==> config.mk <==
export PLATFORM = sky130hd
export DESIGN_NAME = bp_tlb
export DESIGN_NICKNAME = d
export VERILOG_FILES = /design/src/rtl/bp_tlb.sv
export SDC_FILE = /design/constraint.sdc
export NUM_CORES = 2
export LEC_CHECK = 0
export BUFFER_PORTS_ARGS = -buffer_cell sky130_fd_sc_hd__clkbuf_2
export CAP_MARGIN = 20
export CORE_MARGIN = 8
export CORE_UTILIZATION = 30
export DETAILED_ROUTE_END_ITERATION = 16
export SLEW_MARGIN = 20
export SYNTH_ARGS = -nofsm -noshare
export SYNTH_HDL_FRONTEND = slang
export SYNTH_SLANG_ARGS = --single-unit
==> constraint.sdc <==
create_clock -name clk -period 8.4 [get_ports clk]
set_input_delay 1.26 -clock clk [delete_from_list [all_inputs] [get_ports clk]]
set_output_delay 1.26 -clock clk [all_outputs]
set_load 0.01 [all_outputs]
==> src/rtl/bp_tlb.sv <==
module bp_tlb #(
  parameter int VPN_W   = 20,
  parameter int PPN_W   = 20,
  parameter int ENTRIES = 8
) (
  input  logic             clk,
  input  logic             rst_n,
  input  logic             flush,
  input  logic             lk_valid,
  input  logic [VPN_W-1:0] lk_vpn,
  output logic             lk_hit,
  output logic [PPN_W-1:0] lk_ppn,
  input  logic             rf_valid,
  input  logic [VPN_W-1:0] rf_vpn,
  input  logic [PPN_W-1:0] rf_ppn
);
  localparam int SPB = 2;
  localparam int GRP = 1 << SPB;
  localparam int IW  = (ENTRIES > 1) ? $clog2(ENTRIES) : 1;
  localparam int GW  = VPN_W - SPB;
  localparam int SW  = PPN_W - SPB;

  logic [VPN_W-1:0] b_tag [2][ENTRIES];
  logic [PPN_W-1:0] b_pg  [2][ENTRIES];
  logic [ENTRIES-1:0] b_v [2];
  logic [IW-1:0]    b_ptr [2];
  logic [GW-1:0]    s_tag [ENTRIES];
  logic [SW-1:0]    s_pg  [ENTRIES];
  logic [ENTRIES-1:0] s_v;
  logic [IW-1:0]    s_ptr;
  logic             pend;
  logic [GW-1:0]    pend_grp;

  // lookup: one bank plus the superpage array
  logic             lsel;
  logic [ENTRIES-1:0] lbm, lsm;
  logic [PPN_W-1:0] bppn;
  logic [SW-1:0]    sppn;
  logic             bhit, shit;

  assign lsel = lk_vpn[0];

  always_comb begin
    bppn = '0;
    sppn = '0;
    for (int i = 0; i < ENTRIES; i++) begin
      lbm[i] = b_v[lsel][i] && (b_tag[lsel][i] == lk_vpn);
      lsm[i] = s_v[i] && (s_tag[i] == lk_vpn[VPN_W-1:SPB]);
      if (lbm[i]) bppn = bppn | b_pg[lsel][i];
      if (lsm[i]) sppn = sppn | s_pg[i];
    end
  end

  assign bhit = |lbm;
  assign shit = |lsm;

  // refill placement
  logic             rsel, rcov, rexist, racc;
  logic [ENTRIES-1:0] rbm;
  logic [IW-1:0]    ridx;

  assign rsel = rf_vpn[0];

  always_comb begin
    rcov = 1'b0;
    ridx = b_ptr[rsel];
    for (int i = 0; i < ENTRIES; i++) begin
      rbm[i] = b_v[rsel][i] && (b_tag[rsel][i] == rf_vpn);
      if (rbm[i]) ridx = IW'(i);
      if (s_v[i] && (s_tag[i] == rf_vpn[VPN_W-1:SPB])) rcov = 1'b1;
    end
  end

  assign rexist = |rbm;
  assign racc   = rf_valid && !rcov;

  // promotion check on the group of the last refill
  logic [GRP-1:0]   pf;
  logic [IW-1:0]    pidx [GRP];
  logic [PPN_W-1:0] pppn [GRP];
  logic             promo;

  always_comb begin
    promo = pend;
    for (int k = 0; k < GRP; k++) begin
      pf[k]   = 1'b0;
      pidx[k] = '0;
      pppn[k] = '0;
      for (int i = 0; i < ENTRIES; i++) begin
        if (b_v[k % 2][i] && (b_tag[k % 2][i] == {pend_grp, SPB'(k)})) begin
          pf[k]   = 1'b1;
          pidx[k] = IW'(i);
          pppn[k] = b_pg[k % 2][i];
        end
      end
      if (!pf[k] || pppn[k][SPB-1:0] != SPB'(k) ||
          pppn[k][PPN_W-1:SPB] != pppn[0][PPN_W-1:SPB])
        promo = 1'b0;
    end
  end

  always_ff @(posedge clk or negedge rst_n) begin
    if (!rst_n) begin
      lk_hit   <= 1'b0;
      lk_ppn   <= '0;
      pend     <= 1'b0;
      pend_grp <= '0;
      s_v      <= '0;
      s_ptr    <= '0;
      for (int b = 0; b < 2; b++) begin
        b_v[b]   <= '0;
        b_ptr[b] <= '0;
      end
    end else if (flush) begin
      lk_hit <= 1'b0;
      lk_ppn <= '0;
      pend   <= 1'b0;
      s_v    <= '0;
      s_ptr  <= '0;
      for (int b = 0; b < 2; b++) begin
        b_v[b]   <= '0;
        b_ptr[b] <= '0;
      end
    end else begin
      lk_hit   <= lk_valid && (bhit || shit);
      lk_ppn   <= !lk_valid ? '0 :
                  shit ? {sppn, lk_vpn[SPB-1:0]} :
                  bhit ? bppn : '0;
      pend     <= racc;
      pend_grp <= rf_vpn[VPN_W-1:SPB];

      if (promo) begin
        s_tag[s_ptr] <= pend_grp;
        s_pg[s_ptr]  <= pppn[0][PPN_W-1:SPB];
        s_v[s_ptr]   <= 1'b1;
        s_ptr        <= (s_ptr == IW'(ENTRIES-1)) ? '0 : s_ptr + 1'b1;
        for (int k = 0; k < GRP; k++)
          b_v[k % 2][pidx[k]] <= 1'b0;
      end

      if (racc) begin
        b_tag[rsel][ridx] <= rf_vpn;
        b_pg[rsel][ridx]  <= rf_ppn;
        b_v[rsel][ridx]   <= 1'b1;
        if (!rexist)
          b_ptr[rsel] <= (b_ptr[rsel] == IW'(ENTRIES-1)) ? '0 : b_ptr[rsel] + 1'b1;
      end
    end
  end

  assert_flush_miss_R10: assert property (@(posedge clk) disable iff (!rst_n)
    flush |=> !lk_hit);

  assert_idle_quiet_R2: assert property (@(posedge clk) disable iff (!rst_n)
    !lk_valid |=> (!lk_hit && lk_ppn == '0));

  assert_bank_unique_R4: assert property (@(posedge clk) disable iff (!rst_n)
    lk_valid |-> $onehot0(lbm));

  assert_super_unique_R9: assert property (@(posedge clk) disable iff (!rst_n)
    lk_valid |-> $onehot0(lsm));

  assert_no_dual_R8: assert property (@(posedge clk) disable iff (!rst_n)
    lk_valid |-> !(bhit && shit));

  assert_promo_sets_R5: assert property (@(posedge clk) disable iff (!rst_n)
    (promo && !flush) |=> (s_v != '0));
endmodule

== Word-level counts from Yosys, hierarchy flattened ==
Memories as Yosys holds them, arrays and structs flattened.
Index checks and enable logic that the tools add are counted.
Word-level totals
  memory bits (writable): 928
  bits of input ports: 65
  word-level logic and storage cells: 410
  output and inout bits: 21
  memories: 4
  register bits: 73
Operators by class
  $add $sub $neg: 2
  reduce and logical (&&, ||, !) cells: 96
  muxes and demuxes: 181
  $lt $le $gt $ge: 17
  eq/ne operators: 73
  bitwise logic cells: 27
Memories
  b_pg: depth 2, bits a word 160, rd ports 3, clocked after memory_dff 0, wr ports 1, line 24  | logic [PPN_W-1:0] b_pg [2][ENTRIES];
  b_tag: depth 2, bits a word 160, rd ports 4, clocked after memory_dff 0, wr ports 1, line 23  | logic [VPN_W-1:0] b_tag [2][ENTRIES];
  s_pg: depth 8, bits a word 18, rd ports 8, clocked after memory_dff 0, wr ports 1, line 28  | logic [SW-1:0] s_pg [ENTRIES];
  s_tag: depth 8, bits a word 18, rd ports 8, clocked after memory_dff 0, wr ports 1, line 27  | logic [GW-1:0] s_tag [ENTRIES];
Operator list (count)
  $eq 20x20->1: 48
  $mux 20: 45
  $eq 18x18->1: 16
  $mux 160: 1
  $mux 18: 8
  $or 20x20->20: 7
  $or 18x18->18: 7
  $mux 3: 40
  $logic_and 1x1->1: 76
  $mux 8: 9
  $mux 16: 4
  $mux 1: 61
  $demux 20 s3: 1
  $ne 18x18->1: 3
  $and 8x8->8: 4
  $not 8->8: 4
  $lt 3x4->1 const B: 6
  $reduce_or 8->1: 3
  $demux 1 s3: 6
  $ge 3x1->1 const B: 6
  $mux 6: 3
  $or 16x16->16: 1
  $demux 8 s1: 1
  $logic_or 1x1->1: 8
  16 further kinds: 28

== Longest topological paths before layout ==
  depth in word-level cells: 24
  depth in mapped cells: 18
  depth with buffers taken out: 13

== Worst setup path before layout ==
No wires, ideal clock.
  path type: flip-flop to flip-flop
  from: reg pend_grp[9]
  to: mem s_pg[0][0] (netlist name), enable pin
  clock period less this slack: 7.713 ns
  arrival: 7.194 ns
  buffers on the path: 4
  cell stages (with the launch flop): 17
  data required time: 7.881 ns
  library setup time: 0.519 ns
  setup slack: 0.687 ns
  cell sequence: dfrtp_1 buf_6 buf_4 xor2_1 nor4_1 nand3_1 buf_2 clkbuf_1 a2111oi_0 o221ai_1 a32oi_1 o2111a_1 mux2i_1 a2111oi_2 and4_1 nand2_1 nor4_1
RTL lines
  from (decl): line 32  | logic [GW-1:0] pend_grp;
  from (signal assigned): line 130  | pend_grp <= rf_vpn[VPN_W-1:SPB];
  to (decl): line 28

== Final worst setup path ==
  from: reg pend_grp[1]
  to: mem s_pg[0][15] (netlist name), enable pin
Between the ends
  cells in the longest elaborated chain, start to end: 20
  elaborated cells between the ends (all ways): 154
  classes of those cells: eq/ne (38); mux (71); reduce/logical (45)
RTL lines
  parallel branches: the longest is 15 deep, another holds $eq 20x20->1
  $mux 1 (*): line 96  | if (!pf[k] || pppn[k][SPB-1:0] != SPB'(k) ||
  $mux 1 (*): line 132  | if (promo) begin
  $mux 1 (*): line 114  | end else if (flush) begin
  $logic_and 1x1->1 (not written as such) (*): line 134  | s_pg[s_ptr] <= pppn[0][PPN_W-1:SPB];
  $mux 1 (not written as such) (*): line 134
Every way passes the cells marked *.

==> impl_results.md <==
* Via density at 6.22
* # nets final at 5,015
* EDFF count, synth at 928
* Sw Ratio at 0.256
* Initial Util at 0.302
* Crit path required time at 8.80 ns
* Routed via count at 47,100
* FP Rows at 160
* Pwr dens at 175 nW/µm²
* Post-synth cell types at 106
* Flop pwr share at 0.482
* DRT iter0 DRCs at 8,039
* Sequential area share after synthesis at 0.518
* Die area at 205,000 µm²
* P_int at 8.59 mW
* Final Worst Setup Slack at 0.870 ns
* Async SR Flop Fraction at 0.0729
* Crit path max fanout at 35
* Clock transition at path regs at 0.07 ns
* Filler cells at 18,500
* Syn avg cell area at 11.9 µm²
* Vias in the first global route at 45,000
* Rel. slew slack at 0.173
* Placer Congestion at 1.10
* Switch Pwr at 2.95 mW
* Clock share of power at 0.431
* Dominant cell type by area after synthesis: edfxtp_1
* Worst Tran Pin Value at 1.24 ns
* Synth Net Count at 4,874
* Register area at 29,700 µm²
* Flops & latches, synth at 1,001
* First-pass GRT wire length at 394 mm
* Final worst path period need at 7.53 ns
* Worst vdd ir at 0.209 mV
* GRT Util Overall at 0.275
* Largest net degree at the start of global routing at 74
* CTS root buf: clkbuf_16
* CTS Buf Count at 108
* Highest Clock Rate at 0.133 GHz
* Cts repair resizes at 0
* First-pass iteration count of the detailed router at 8
* Area fraction of the dominant cell type after synthesis at 0.486
* Crit path DAT at 7.93 ns
* RSZ-0062 raised after global routing: false
* CP peak stage delay at 1.16 ns
* Setup Slack @ Placement at 1.25 ns
* Synth Instances at 4,806
* Critical path capture point type: flop
* Top FF cell, synth: edfxtp_1
* ANT nets after route at 0
* Endpoints failing hold at 0
* Overflow after GRT at 0
* Slew Viols, Final at 0
* Clock skew at 0.0891 ns
* Io pins at 86
* CTS tree: done
* Initial antenna violation count at 20
* Post-CTS Hold Buffers at 0
* Leak pwr at 21.5 nW
* Remaining DRCs at 0
* WL final at 294 mm
* H-tree levels at 3
* Combinational share of power at 0.087
* Worst-path cell chain: xor2_1 > nor4_1 > nand3_1 > buf_4 > or2_0 > nand3_2 > o32ai_1 > o2111ai_1 > a22oi_2 > o2111ai_1 > nor4_4 > buf_4 > nand2_1 > nor4_2 > buf_12
* Final setup viols at 0
* Clock Path Buffers at 3
* Critical path startpoint category: flop
* Crit Path Category: reg -> reg
* MaxCap Viol Count at 0
* Die W at 453 µm
* Post-route clock period utilization at 0.896
* Yosys synthesis warning count at 0
* Worst min path class: in -> async
* Number of setup buffers added after CTS at 0
* Wire per inst at 38.9 µm
* Port-buffer cells at 85
* Status: finished, final reports clean
* Die height at 453 µm
* Mapped Area at 57,300 µm²
* Critical path's slowest cell: dfrtp_1
* TNS Setup at 0 ns
* Clock sink total at 1,001
* Share of cells above drive strength 1 at 0.162
* Core area at 190,000 µm²
* Detailed placement HPWL at 217 mm
* Skew-Pair Late Insertion Delay at 0.80 ns
* Synth-to-Final Area Change at 14.8%
* Area of the multi-input gates at 26,000 µm²
* Top post-synthesis cells by area: edfxtp_1 (49%), xnor2_1 (9.3%), mux2i_1 (6.8%)
## layout by cell type (no fill, tap or decap), drive strengths merged, types with 39 or more instances in the layout
cell       n
a21oi    105
a221oi    56
a22oi     46
and3      47
buf      304
clkbuf   222
clkinv    46
dfrtp     73
edfxtp   928
inv       87
mux2     126
mux2i    388
nand2    198
nand3    131
nand4    164
nor2     152
nor3     130
nor4     181
o2111ai   39
o21ai    111
o32ai     39
xnor2    610
xor2     283
## critical path: cells and delay by family (launching register included)
family,cells,cell delay [ns]
buffers and inverters,3,0.85
AND/OR/NAND/NOR,7,2.91
XOR/XNOR,1,0.20
AO/OA/AOI/OAI,4,1.95
flip-flops,1,1.16
## sequential cells by signal, summed over array words and instances, names as in the netlist, 6 cells and up
name      cells
b_tag       320
b_pg        320
pend_grp     18
b_ptr         6
s_v           8
s_tag       144
s_pg        144
lk_ppn       20
b_v          16
## cells by family (layout without fill, tap and decap cells)
| logic type | Yosys count | count (layout) | synth area share |
|---|---|---|---|
| compound gates | 799 | 799 | 0.107 |
| xor+xnor | 893 | 893 | 0.137 |
| fa+ha+maj | 3 | 3 | 0.000655 |
| buf+inv | 441 | 676 | 0.0345 |
| flops | 1001 | 1001 | 0.518 |
| mux | 514 | 514 | 0.0925 |
| other cells | 0 | 14 | 0 |
| simple gates | 1155 | 1155 | 0.111 |
## cell usage after synthesis, drive strengths merged, types with 39 or more instances
master / number
a21oi: 105
a221oi: 56
a22oi: 46
and3: 47
buf: 139
clkbuf: 218
dfrtp: 73
edfxtp: 928
inv: 82
mux2: 126
mux2i: 388
nand2: 198
nand3: 131
nand4: 164
nor2: 152
nor3: 130
nor4: 181
o2111ai: 39
o21ai: 111
o32ai: 39
xnor2: 610
xor2: 283
## metal layers
metal | global-route usage | share of wire
met1 | 0.362 | 0.39
met5 | 0.000237 | 0.00034
met2 | 0.404 | 0.42
met3 | 0.0867 | 0.12
met4 | 0.142 | 0.065
## path summary, 6_finish.rpt
| path | start | endpoint | slack (ns) | cells after the start |
|---|---|---|---|---|
| hold / removal | rst_n | b_ptr[1]$_DFFE_PN0P_ | 0.32 | 1 |
| max in group asynchronous | rst_n | lk_ppn[4]$_DFF_PN0_ | 6.47 | 3 |
| setup reg to reg | pend_grp[1]$_DFFE_PN0N_ | s_pg[0][15]$_DFFE_PP_ | 0.87 | 15 |
| hold reg to reg | b_ptr[1]$_DFFE_PN0P_ | b_ptr[1]$_DFFE_PN0P_ | 0.50 | 1 |
| setup / recovery | pend_grp[1]$_DFFE_PN0N_ | s_pg[0][15]$_DFFE_PP_ | 0.87 | 15 |
| min in group clk | b_ptr[1]$_DFFE_PN0P_ | b_ptr[1]$_DFFE_PN0P_ | 0.50 | 1 |
## power by group through the flow
stage / clock network, mW / logic [mW] / registers, mW
floorplan: 0 / 0.601 / 5.60
global placement: 0 / 0.970 / 5.66
detailed placement: 0 / 0.972 / 5.66
CTS: 5.00 / 0.977 / 5.56
global route: 5.17 / 1.03 / 5.56
finish: 4.97 / 1.00 / 5.57
## per-stage QoR
step	instance area (µm²)	instances	util	total power, mW	hold WS (ns)
floorplan	57300	4806	-	6.20	0.460
global placement	62100	7344	0.327	6.63	0.473
detailed placement	62100	7345	0.327	6.64	0.479
CTS	65800	7549	0.346	11.5	0.278
global route	65800	7552	0.346	11.8	0.313
finish	65800	7566	0.347	11.5	0.316
## final cells by class
type / count / area share
sequential: 1001 / 0.451
clock inverter: 66 / 0.0110
clock buffer: 138 / 0.0445
tap: 2511 / 0.0477
timing repair buffer: 388 / 0.0450
antenna: 14 / 0.000532
inverter: 84 / 0.00479
multi-input combinational: 3364 / 0.395
No activity file was read; power rests on OpenSTA's default activity.
